`config.mk`:
```
export PLATFORM = sky130hd
export DESIGN_NAME = flashbus_bridge
export DESIGN_NICKNAME = d
export VERILOG_FILES = /design/src/rtl/flashbus_pkg.sv /design/src/rtl/flashbus_rdy_sync.sv /design/src/rtl/flashbus_regs.sv /design/src/rtl/flashbus_strobe_fsm.sv /design/src/rtl/flashbus_bridge.sv
export SDC_FILE = /design/constraint.sdc
export NUM_CORES = 1
export LEC_CHECK = 0
export ABC_AREA = 1
export BUFFER_PORTS_ARGS = -buffer_cell sky130_fd_sc_hd__buf_2
export CORE_MARGIN = 2
export CORE_UTILIZATION = 55
export DETAILED_ROUTE_END_ITERATION = 12
export HOLD_SLACK_MARGIN = 0.08
export PLACE_DENSITY_LB_ADDON = 0.3
export SYNTH_ARGS = -nofsm -noshare
export SYNTH_HDL_FRONTEND = slang
export SYNTH_HIERARCHICAL = 1
export SYNTH_SLANG_ARGS = --single-unit
```
`constraint.sdc`:
```
create_clock -name clk -period 2.3 [get_ports clk]
set_input_delay 0.46 -clock clk [delete_from_list [all_inputs] [get_ports clk]]
set_output_delay 0.46 -clock clk [all_outputs]
set_load 0.05 [all_outputs]
```
`src/rtl/flashbus_pkg.sv`:
```
package flashbus_pkg;

   typedef enum logic [1:0] {
      PH_IDLE   = 2'd0,
      PH_STROBE = 2'd1,
      PH_HOLD   = 2'd2,
      PH_RECOV  = 2'd3
   } phase_e;

   // control register bit positions
   localparam int CTL_MODE   = 0;
   localparam int CTL_CSMUX  = 1;
   localparam int CTL_CSPOL  = 4;
   localparam int CTL_SEPOL  = 5;
   localparam int CTL_WPPOL  = 6;
   localparam int CTL_RDYPOL = 7;
   localparam int CTL_INSEL  = 8;
   localparam int CTL_OUTSEL = 10;
   localparam int CTL_CHIPEN = 20;

   localparam logic [31:0] CTL_MASK = (32'd1 << CTL_MODE)  | (32'd1 << CTL_CSMUX)
                                    | (32'd1 << CTL_CSPOL) | (32'd1 << CTL_SEPOL)
                                    | (32'd1 << CTL_WPPOL) | (32'd1 << CTL_RDYPOL)
                                    | (32'd1 << CTL_INSEL) | (32'd1 << CTL_OUTSEL)
                                    | (32'd1 << CTL_CHIPEN);

   // window address bits that pick flash control lines
   localparam int WA_ALE = 2;
   localparam int WA_CLE = 3;
   localparam int WA_CS  = 4;
   localparam int WA_SE  = 5;
   localparam int WA_WP  = 6;

   // status bit positions
   localparam int ST_RDY  = 0;
   localparam int ST_DONE = 3;

   typedef struct packed {
      logic ale;
      logic cle;
      logic cs;
      logic se;
      logic wp;
   } lines_t;

endpackage

```
`src/rtl/flashbus_rdy_sync.sv`:
```
module flashbus_rdy_sync #(
   parameter int LINES  = 2,
   parameter int STAGES = 2
) (
   input  logic             clk,
   input  logic             rst_n,
   input  logic [LINES-1:0] rdy_raw,
   output logic [LINES-1:0] rdy_sync
);

   if (STAGES < 2 || STAGES > 4) begin : g_bad_stages
      $error("flashbus_rdy_sync: STAGES must be 2..4");
   end
   if (LINES < 1) begin : g_bad_lines
      $error("flashbus_rdy_sync: LINES must be at least 1");
   end

   localparam int WARM_W = $clog2(STAGES + 1);

   for (genvar ln = 0; ln < LINES; ln++) begin : g_line
      logic [STAGES-1:0] chain;
      always_ff @(posedge clk or negedge rst_n) begin
         if (!rst_n) chain <= '0;
         else        chain <= {chain[STAGES-2:0], rdy_raw[ln]};
      end
      assign rdy_sync[ln] = chain[STAGES-1];
   end

   logic [WARM_W-1:0] warm;
   always_ff @(posedge clk or negedge rst_n) begin
      if (!rst_n)                        warm <= '0;
      else if (warm != WARM_W'(STAGES))  warm <= warm + 1'b1;
   end

   assert_sync_latency_R8: assert property (@(posedge clk) disable iff (!rst_n)
      (warm == WARM_W'(STAGES)) |-> (rdy_sync == $past(rdy_raw, STAGES)));

endmodule

```
`src/rtl/flashbus_regs.sv`:
```
module flashbus_regs
   import flashbus_pkg::*;
#(
   parameter int CS_LINES = 2
) (
   input  logic                clk,
   input  logic                rst_n,
   input  logic                ctl_we,
   input  logic [31:0]         ctl_wdata,
   input  logic [CS_LINES-1:0] rdy_sync,
   input  logic                done,
   output logic [31:0]         ctrl,
   output logic [31:0]         status
);

   logic rdy_sel;
   logic rdy_bit;

   always_ff @(posedge clk or negedge rst_n) begin
      if (!rst_n)      ctrl <= '0;
      else if (ctl_we) ctrl <= ctl_wdata & CTL_MASK;
   end

   assign rdy_sel = ctrl[CTL_INSEL] ? rdy_sync[1] : rdy_sync[0];
   assign rdy_bit = ctrl[CTL_RDYPOL] ? rdy_sel : ~rdy_sel;

   always_comb begin
      status          = '0;
      status[ST_RDY]  = rdy_bit;
      status[ST_DONE] = done;
   end

   assert_ctrl_mask_R12: assert property (@(posedge clk) disable iff (!rst_n)
      (ctrl & ~CTL_MASK) == 32'd0);

endmodule

```
`src/rtl/flashbus_strobe_fsm.sv`:
```
module flashbus_strobe_fsm
   import flashbus_pkg::*;
#(
   parameter int WAIT_WR_CYC = 2,
   parameter int WAIT_RD_CYC = 2,
   parameter int HOLD_CYC    = 1,
   parameter int RECOV_CYC   = 1,
   parameter int CLK_MULT    = 4
) (
   input  logic       clk,
   input  logic       rst_n,
   input  logic       enable,
   input  logic       start,
   input  logic       start_we,
   input  lines_t     start_lines,
   input  logic [7:0] start_wdata,
   input  logic [7:0] dq_in,
   output phase_e     phase,
   output logic       busy,
   output logic       done,
   output logic       is_write,
   output lines_t     lines,
   output logic [7:0] wdata,
   output logic       rd_valid,
   output logic [7:0] rd_data
);

   if (WAIT_WR_CYC < 1 || WAIT_RD_CYC < 1) begin : g_bad_wait
      $error("flashbus_strobe_fsm: wait counts must be at least 1");
   end
   if (HOLD_CYC < 1 || RECOV_CYC < 1) begin : g_bad_hold
      $error("flashbus_strobe_fsm: hold and recovery counts must be at least 1");
   end
   if (CLK_MULT < 1) begin : g_bad_mult
      $error("flashbus_strobe_fsm: CLK_MULT must be at least 1");
   end

   localparam int WR_T   = WAIT_WR_CYC * CLK_MULT;
   localparam int RD_T   = WAIT_RD_CYC * CLK_MULT;
   localparam int HOLD_T = HOLD_CYC * CLK_MULT;
   localparam int REC_T  = RECOV_CYC * CLK_MULT;
   localparam int MAX_A  = (WR_T > RD_T) ? WR_T : RD_T;
   localparam int MAX_B  = (HOLD_T > REC_T) ? HOLD_T : REC_T;
   localparam int MAX_T  = (MAX_A > MAX_B) ? MAX_A : MAX_B;
   localparam int CNT_W  = $clog2(MAX_T + 1);

   logic [CNT_W-1:0] cnt;
   logic             last;

   assign last = (cnt == '0);
   assign busy = (phase != PH_IDLE);

   always_ff @(posedge clk or negedge rst_n) begin
      if (!rst_n) begin
         phase    <= PH_IDLE;
         cnt      <= '0;
         done     <= 1'b1;
         is_write <= 1'b0;
         lines    <= '0;
         wdata    <= '0;
         rd_valid <= 1'b0;
         rd_data  <= '0;
      end else begin
         rd_valid <= 1'b0;
         if (!enable && phase != PH_IDLE) begin
            phase <= PH_IDLE;
            done  <= 1'b1;
         end else begin
            unique case (phase)
               PH_IDLE: begin
                  if (start) begin
                     phase    <= PH_STROBE;
                     cnt      <= start_we ? CNT_W'(WR_T - 1) : CNT_W'(RD_T - 1);
                     done     <= 1'b0;
                     is_write <= start_we;
                     lines    <= start_lines;
                     wdata    <= start_wdata;
                  end
               end
               PH_STROBE: begin
                  if (last) begin
                     phase <= PH_HOLD;
                     cnt   <= CNT_W'(HOLD_T - 1);
                     if (!is_write) begin
                        rd_data  <= dq_in;
                        rd_valid <= 1'b1;
                     end
                  end else begin
                     cnt <= cnt - 1'b1;
                  end
               end
               PH_HOLD: begin
                  if (last) begin
                     phase <= PH_RECOV;
                     cnt   <= CNT_W'(REC_T - 1);
                  end else begin
                     cnt <= cnt - 1'b1;
                  end
               end
               PH_RECOV: begin
                  if (last) begin
                     phase <= PH_IDLE;
                     done  <= 1'b1;
                  end else begin
                     cnt <= cnt - 1'b1;
                  end
               end
               default: phase <= PH_IDLE;
            endcase
         end
      end
   end

   assert_busy_not_done_R5: assert property (@(posedge clk) disable iff (!rst_n)
      busy |-> !done);

   assert_start_clears_done_R5: assert property (@(posedge clk) disable iff (!rst_n)
      (start && !busy && enable) |=> !done);

   assert_rd_sample_in_hold_R4: assert property (@(posedge clk) disable iff (!rst_n)
      rd_valid |-> (phase == PH_HOLD && !is_write));

endmodule

```
`src/rtl/flashbus_bridge.sv`:
```
module flashbus_bridge
   import flashbus_pkg::*;
#(
   parameter int ADDR_W      = 8,
   parameter int CS_LINES    = 2,
   parameter int SYNC_STAGES = 2,
   parameter int WAIT_WR_CYC = 2,
   parameter int WAIT_RD_CYC = 2,
   parameter int HOLD_CYC    = 1,
   parameter int RECOV_CYC   = 1,
   parameter int CLK_MULT    = 4
) (
   input  logic                clk,
   input  logic                rst_n,
   input  logic                bus_req,
   input  logic                bus_we,
   input  logic [ADDR_W-1:0]   bus_addr,
   input  logic [31:0]         bus_wdata,
   output logic                bus_ack,
   output logic [31:0]         bus_rdata,
   output logic                nand_cle,
   output logic                nand_ale,
   output logic                nand_re_n,
   output logic                nand_we_n,
   output logic [CS_LINES-1:0] nand_cs,
   output logic                nand_se,
   output logic                nand_wp,
   output logic [7:0]          nand_dq_o,
   output logic                nand_dq_oe,
   input  logic [7:0]          nand_dq_i,
   input  logic [CS_LINES-1:0] nand_rdy
);

   if (ADDR_W < 8) begin : g_bad_addr
      $error("flashbus_bridge: ADDR_W must be at least 8");
   end
   if (CS_LINES < 2) begin : g_bad_cs
      $error("flashbus_bridge: CS_LINES must be at least 2");
   end

   localparam int REG_SEL_BIT = ADDR_W - 1;
   localparam int REG_IDX_BIT = 2;

   logic [CS_LINES-1:0] rdy_sync;
   logic [31:0]         ctrl;
   logic [31:0]         status;
   logic                fsm_done;
   logic                fsm_busy;
   logic                fsm_wr;
   logic                rd_valid;
   logic [7:0]          rd_data;
   logic [7:0]          fsm_wdata;
   lines_t              fsm_lines;
   lines_t              req_lines;
   phase_e              phase;

   logic ack_q;
   logic [31:0] rdata_q;
   logic en;
   logic is_reg;
   logic can_take;
   logic reg_hit;
   logic win_off;
   logic win_start;
   logic ctl_we;

   // ---------------- bus decode ----------------
   assign en        = ctrl[CTL_MODE] & ctrl[CTL_CHIPEN];
   assign is_reg    = bus_addr[REG_SEL_BIT];
   assign can_take  = bus_req & ~ack_q;
   assign reg_hit   = can_take & is_reg;
   assign win_off   = can_take & ~is_reg & ~en;
   assign win_start = can_take & ~is_reg & en & ~fsm_busy;
   assign ctl_we    = reg_hit & bus_we & ~bus_addr[REG_IDX_BIT];

   assign req_lines.ale = bus_addr[WA_ALE];
   assign req_lines.cle = bus_addr[WA_CLE];
   assign req_lines.cs  = bus_addr[WA_CS];
   assign req_lines.se  = bus_addr[WA_SE];
   assign req_lines.wp  = bus_addr[WA_WP];

   always_ff @(posedge clk or negedge rst_n) begin
      if (!rst_n) begin
         ack_q   <= 1'b0;
         rdata_q <= '0;
      end else begin
         ack_q <= reg_hit | win_off | (win_start & bus_we) | rd_valid;
         if (reg_hit && !bus_we)
            rdata_q <= bus_addr[REG_IDX_BIT] ? status : ctrl;
         else if (win_off && !bus_we)
            rdata_q <= '0;
         else if (rd_valid)
            rdata_q <= {24'd0, rd_data};
      end
   end

   assign bus_ack   = ack_q;
   assign bus_rdata = rdata_q;

   // ---------------- sub-blocks ----------------
   flashbus_rdy_sync #(
      .LINES  (CS_LINES),
      .STAGES (SYNC_STAGES)
   ) i_rdy_sync (
      .clk      (clk),
      .rst_n    (rst_n),
      .rdy_raw  (nand_rdy),
      .rdy_sync (rdy_sync)
   );

   flashbus_regs #(
      .CS_LINES (CS_LINES)
   ) i_regs (
      .clk       (clk),
      .rst_n     (rst_n),
      .ctl_we    (ctl_we),
      .ctl_wdata (bus_wdata),
      .rdy_sync  (rdy_sync),
      .done      (fsm_done),
      .ctrl      (ctrl),
      .status    (status)
   );

   flashbus_strobe_fsm #(
      .WAIT_WR_CYC (WAIT_WR_CYC),
      .WAIT_RD_CYC (WAIT_RD_CYC),
      .HOLD_CYC    (HOLD_CYC),
      .RECOV_CYC   (RECOV_CYC),
      .CLK_MULT    (CLK_MULT)
   ) i_fsm (
      .clk         (clk),
      .rst_n       (rst_n),
      .enable      (en),
      .start       (win_start),
      .start_we    (bus_we),
      .start_lines (req_lines),
      .start_wdata (bus_wdata[7:0]),
      .dq_in       (nand_dq_i),
      .phase       (phase),
      .busy        (fsm_busy),
      .done        (fsm_done),
      .is_write    (fsm_wr),
      .lines       (fsm_lines),
      .wdata       (fsm_wdata),
      .rd_valid    (rd_valid),
      .rd_data     (rd_data)
   );

   // ---------------- pin drive ----------------
   logic line_on;
   logic cs_on;

   assign line_on = (phase == PH_STROBE) || (phase == PH_HOLD);
   assign cs_on   = fsm_lines.cs &
                    (line_on || (ctrl[CTL_CSMUX] && phase == PH_RECOV));

   assign nand_ale   = line_on & fsm_lines.ale;
   assign nand_cle   = line_on & fsm_lines.cle;
   assign nand_se    = (line_on & fsm_lines.se) ^ ctrl[CTL_SEPOL];
   assign nand_wp    = (line_on & fsm_lines.wp) ^ ctrl[CTL_WPPOL];
   assign nand_re_n  = ~((phase == PH_STROBE) & ~fsm_wr);
   assign nand_we_n  = ~((phase == PH_STROBE) &  fsm_wr);
   assign nand_dq_oe = fsm_wr & line_on;
   assign nand_dq_o  = fsm_wdata;

   for (genvar ln = 0; ln < CS_LINES; ln++) begin : g_cs
      localparam int OUT_LINE = (ln == 1) ? 1 : 0;
      if (ln < 2) begin : g_routed
         assign nand_cs[ln] = (cs_on & (ctrl[CTL_OUTSEL] == OUT_LINE[0])) ^ ctrl[CTL_CSPOL];
      end else begin : g_spare
         assign nand_cs[ln] = ctrl[CTL_CSPOL];
      end
   end

   assert_excl_strobe_R3: assert property (@(posedge clk) disable iff (!rst_n)
      !(!nand_re_n && !nand_we_n));

   assert_no_drive_on_read_R4: assert property (@(posedge clk) disable iff (!rst_n)
      !nand_re_n |-> !nand_dq_oe);

   assert_off_goes_idle_R6: assert property (@(posedge clk) disable iff (!rst_n)
      !en |=> (phase == PH_IDLE));

   assert_ack_pulse_R11: assert property (@(posedge clk) disable iff (!rst_n)
      bus_ack |=> !bus_ack);

endmodule

```
# [Word-level counts from Yosys, hierarchy flattened]
# Cells that the tools add are included.
[word_totals] regBits=76 word_cells=108
[op_classes] n_addsub=1 n_reduce_logical=19 mux=24 n_bitwise=38 eq_ne=9
[ops] operator="$mux W32" n=3
[ops] operator="$mux W21" n=1
[ops] operator="$and A1 B1 Y1" n=20
[ops] operator="$mux W4" n=3
[ops] operator="$pmux W4 S3" n=1
[ops] operator="$not A1 Y1" n=11
[ops] operator="$mux W2" n=5
[ops] operator="$mux W1" n=9
[ops] operator="$ne A3 B1 Y1 const B" n=3
[ops] operator="$reduce_and A3 Y1" n=3
[ops] operator="$pmux W2 S4" n=1
[ops] operator="$reduce_and A4 Y1" n=2
[ops] operator="$reduce_bool A3 Y1" n=2
[ops] operator="$eq A2 B2 Y1 const B" n=2
[ops] operator="$logic_and A1 B1 Y1" n=4
[ops] operator="$logic_not A4 Y1" n=1
[ops] operator="$ne A2 B2 Y1 const B" n=2
[ops] operator="$sub A4 B1 Y4 const B" n=1
[ops] operator="$xor A1 B1 Y1" n=4
[ops] operator="$ne A3 B2 Y1 const B" n=1
[ops] operator="$or A1 B1 Y1" n=3
[ops] operator="$eq A2 B1 Y1 const B" n=1
[ops] operator="$logic_not A1 Y1" n=2
[ops] operator="$logic_not A2 Y1" n=1
[ops] operator="4 further kinds" n=5

# [Depth between registers and ports, before layout]
[logic_depth] word_depth=8 depth_mapped=12 ltp_nobuf=10

# [Hierarchy]
# The synthesis kept the hierarchy.
[by_module_without_submodules] mod="flashbus_bridge" cells_per_inst=300 n_inst=1 area_each_um2=2069.5
[by_module_without_submodules] mod="flashbus_strobe_fsm" cells_per_inst=146 n_inst=1 area_each_um2=1455.1
[by_module_without_submodules] mod="flashbus_regs" cells_per_inst=103 n_inst=1 area_each_um2=817.0
[by_module_without_submodules] mod="flashbus_rdy_sync" cells_per_inst=6 n_inst=1 area_each_um2=115.1

# [Worst setup path before layout]
# No wires, ideal clock.
[synth_timing] kind="register to output" start="register i_fsm.phase[0]" end="output port nand_cs[1]" stages_incl_launch_ff=5 t_arrival_ns=1.695 path_slack_ns=0.145 path_cell_list="dfrtp_1 > ha_1 > nand2_1 > nand3_1 > xor2_1"
[synth_via] elab_chain_len=6 elab_cells_between_ends=9 classes_between="3 x eq/ne; 3 x bitwise; 3 x reduce/logical"
[synth_rtl] item="start, declared" line="flashbus_strobe_fsm.sv:18" source="output phase_e phase,"
[synth_rtl] item="start signal, assigned" line="flashbus_strobe_fsm.sv:55" source="phase <= PH_IDLE;"
[synth_rtl] item="start signal, assigned" line="flashbus_strobe_fsm.sv:66" source="phase <= PH_IDLE;"
[synth_rtl] item="start signal, assigned" line="flashbus_strobe_fsm.sv:72" source="phase <= PH_STROBE;"
[synth_rtl] item="$eq A2 B1 Y1, or another cell as far along" line="flashbus_bridge.sv:153" source="assign line_on = (phase == PH_STROBE) || (phase == PH_HOLD);"
[synth_rtl] item="$logic_or A1 B1 Y1 / $logic_and A1 B1 Y1 (equally long branches)" line="flashbus_bridge.sv:153, flashbus_bridge.sv:155"
[synth_rtl] item="$logic_or A1 B1 Y1 *" line="flashbus_bridge.sv:155" source="(line_on || (ctrl[CTL_CSMUX] && phase == PH_RECOV));"
[synth_rtl] item="$and A1 B1 Y1 *" line="flashbus_bridge.sv:154" source="assign cs_on = fsm_lines.cs &"
[synth_rtl] item="$and A1 B1 Y1 *" line="flashbus_bridge.sv:169" source="assign nand_cs[ln] = (cs_on & (ctrl[CTL_OUTSEL] == OUT_LINE[0])) ^ ctrl[CTL_CSPOL];"
[synth_rtl] item="$xor A1 B1 Y1 *" line="flashbus_bridge.sv:169"
[synth_rtl] item="end, declared" line="flashbus_bridge.sv:25" source="output logic [CS_LINES-1:0] nand_cs,"
# Mark *: on every way between the ends. The rest lies on a longest branch, timed or not.

# [Worst setup path after layout]
# Ends and elaborated chain as after synthesis.

==> impl_results.md <==
* Min Tclk post-route at 2.16 ns
* DR vias at 3447
* Clock sink count at 76
* Fin. max-slew vios at 0
* CP Class: flop to primary output
* Leak at 2.74 nW
* Via density at around 4.7
* YS warnings at 6
* Met2 usage at ~34%
* RSZ-0062 raised after global routing: false
* Max Clock Skew at ~0.011 ns
* TritonRoute pass-1 iters at 4
* Switching part of the total at between 50% and 60%
* Worst vdd ir at between 0.001 and 0.0015 V
* Power Total at 7.35 mW
* Post-Syn Area at approximately 4500 µm²
* Worst EP arrival at about 1.7 ns
* NetSw at between 3 and 4 mW
* CTS max path bufs at 2
* Final hold slack at 0.0936 ns
* Total GRT Usage at 20.4%
* Cell variety after synth at 33
* Sequential Power Share at a little under a third
* CP startpoint kind: flop
* M1 GR Usage at 25.9%
* Status: completed
* Clk_lat worst skew at approximately 0.35 ns
* Core Rows at 32
* Drt drc at 0
* Setup TNS at 0 ns
* Reg clk slew, reported paths at ~0.080 ns
* Max Clk Rate at around 460 MHz
* Initial Utilization at 57.1%
* Vias in the first global route at around 3200
* Layout cells sized above 1 at approximately 22%
* Reg-to-reg slack, setup at 0.16 ns
* Core Util, Final at 63.0%
* Slew @ Worst Pin at 0.710 ns
* First-pass GRT wire length at approximately 14 mm
* Antenna cells at 0
* Top post-synthesis cells by area: dfrtp_1, nand2_1, buf_4
* H-tree levels at 3
* Post-synth top area share at 42.1%
* GR peak layer: met2
* Port bufs at 80
* Initial antenna violation count at 0
* Post-detail-place hpwl at 6.15 mm
* Final Hold Fails at 0
* Synthesized flop and latch total at 76
* Die height at ~94 µm
* Seq/Total Area, Yosys at 42.7%
* I/O Pins at between 100 and 150
* Core area at between 7000 and 8000 µm²
* Clock share of power at 13.5%
* Power Internal at about 3.6 mW
* Drt initial violations at about 80
* CTS tree: yes
* CTS root buf: clkbuf_8
* Final worst-path cycle share at 94.0%
* Worst EP required at between 1.5 and 2 ns
* Routability cong. at 0.799
* DIE AREA at around 9000 µm²
* Nets at a little under 700
* CP max FO at 6
* Mapped Avg Cell Area at roughly 8.0 µm²
* Met3 GRT Util at under 10%
* Comb pwr share at 54.8%
* DR WL/cell at between 10 and 15 µm
* PwrDens at between 1000 and 1500 nW/µm²
* Largest area contributor in the netlist: dfrtp_1
* Final setup vio count at 0
* Syn Inst Count at approximately 560
* Relative slew slack at between 50% and 60%
* Worst setup EP type: primary output
* Synth-to-layout area growth at 10.3%
* Grt ovf at 0
* Die width at 94.0 µm
* Final wirelength at between 8 and 9 mm
* CTS buffer count at 9
* Number of max-cap violations at 0
* Largest net degree at the start of global routing at 45
* Hold crit path type: input pin to asynchronous set/reset pin
* Final ANT Viol Nets at 0
metal layers:
layer	wire length (µm)	share of wire [%]	vias up
met3	464	5.4	11
li1	-	-	1768
met4	126	1.5	0
met1	3900	45	1582
met2	4090	48	86
met5	0	0	-
synthesized netlist by cell type:
cell type  number
nor2_4          2
a21oi_1         2
xor2_1          4
nand3_1        45
o21bai_1        1
or2_4           1
nor2_2          1
buf_1           1
ha_1            8
inv_2           4
buf_4          59
buf_6           3
mux2_4         10
clkbuf_1        2
o21ai_1         4
nor3_1          1
conb_1          1
nand3_2         2
o211ai_1       24
nand4_2         1
inv_1          70
nand3b_1        1
dfstp_2         1
o21ai_2         3
nand3_4         1
nor2_1         22
mux2_2          4
dfrtp_1        75
buf_2          13
nand2_1       169
o21ai_0        18
inv_4           1
nand2_2         1
stage by stage:
| step | setup WS (ns) | instance area [µm²] | instances |
|---|---|---|---|
| floorplan | 0.145 | 4650 | 607 |
| global placement | 0.260 | 4680 | 717 |
| detailed placement | 0.203 | 4680 | 717 |
| CTS | 0.00461 | 4880 | 732 |
| global route | 0.0707 | 4920 | 735 |
| finish | 0.139 | 4920 | 735 |
logic make-up after synthesis:
family | count (synthesis) | synth area share, %
and+or+nand+nor | 247 | 23.5
DFF | 76 | 42.7
AOI/OAI and AO/OA | 52 | 7.50
adders and majority gates | 8 | 2.25
other | 1 | 0.0841
buffers and inverters | 153 | 18.8
xor gates and xnor gates | 4 | 0.786
muxes | 14 | 4.38
worst max-delay path: stages (launching register included):
cell and delay [ns]:
dfrtp_2 0.47, ha_4 0.32, nand2_1 0.07, nand3_1 0.08, xor2_1 0.19, buf_4 0.23
power by group through the flow:
stage | combinational (mW) | clock (mW) | sequential (mW)
2_1_floorplan | 2.00 | 0 | 3.47
3_3_place_gp | 3.85 | 0 | 2.31
3_5_place_dp | 3.93 | 0 | 2.33
4_1_cts | 3.97 | 1.01 | 2.32
5_1_grt | 4.38 | 1.07 | 2.40
6_report | 4.03 | 0.993 | 2.32
sequential cells by signal, indices dropped and copies added (netlist names):
register and count:
i_fsm/lines 5, i_fsm/done 1, i_regs/ctrl 9, i_fsm/rd_data 8, i_fsm/cnt 4, i_rdy_sync/g_line.chain 4
bus_rdata 32, i_fsm/phase 2, i_fsm/is_write 1, i_fsm/wdata 8, i_fsm/rd_valid 1, bus_ack 1
cell type report:
| type | instances | area [µm²] |
|---|---|---|
| Multi-Input combinational cell | 378 | 1930 |
| Timing Repair Buffer | 89 | 480 |
| Clock buffer | 10 | 138 |
| Sequential cell | 76 | 1910 |
| Tap cell | 102 | 128 |
| Inverter | 75 | 284 |
| Clock inverter | 5 | 52.6 |
| Fill cell | 687 | 2890 |
layout by cell type (no fill, tap or decap), types with 2 or more instances in the layout:
cell      count
nand2_1     169
buf_2        75
dfrtp_1      73
inv_1        70
conb_1       53
nand3_1      45
o211ai_1     24
nor2_1       22
o21ai_0      18
buf_4        14
clkbuf_8     10
mux2_4       10
ha_1          7
inv_2         4
xor2_1        4
o21ai_1       4
mux2_2        4
clkinv_2      3
o21ai_2       3
nand3_2       2
nor2_4        2
a21oi_1       2
dfrtp_2       2
final timing paths:
check | startpoint | to | cells after the start
min in group clk | nand_rdy[0] | i_rdy_sync/g_line[0].chain[0]$_DFF_PN0_ | 1
max in group asynchronous | rst_n | i_fsm/phase[0]$_DFFE_PN0P_ | 2
setup / recovery | i_fsm/phase[0]$_DFFE_PN0P_ | nand_cs[1] | 5
hold / removal | rst_n | bus_rdata[23]$_DFFE_PN0P_ | 1
setup reg to reg | i_fsm/phase[1]$_DFFE_PN0P_ | i_fsm/wdata[3]$_DFFE_PN0P_ | 7
hold reg to reg | i_rdy_sync/g_line[0].chain[0]$_DFF_PN0_ | i_rdy_sync/g_line[0].chain[1]$_DFF_PN0_ | 0
timing repair:
action / CTS / global route
resized for setup: 5 / 3
setup endpoints to repair: 4 / 4
hold buffers: 0 / 0
buffers inserted: 0 / 3
gates cloned: 0 / 0
Power figures use the tool's default switching activity.
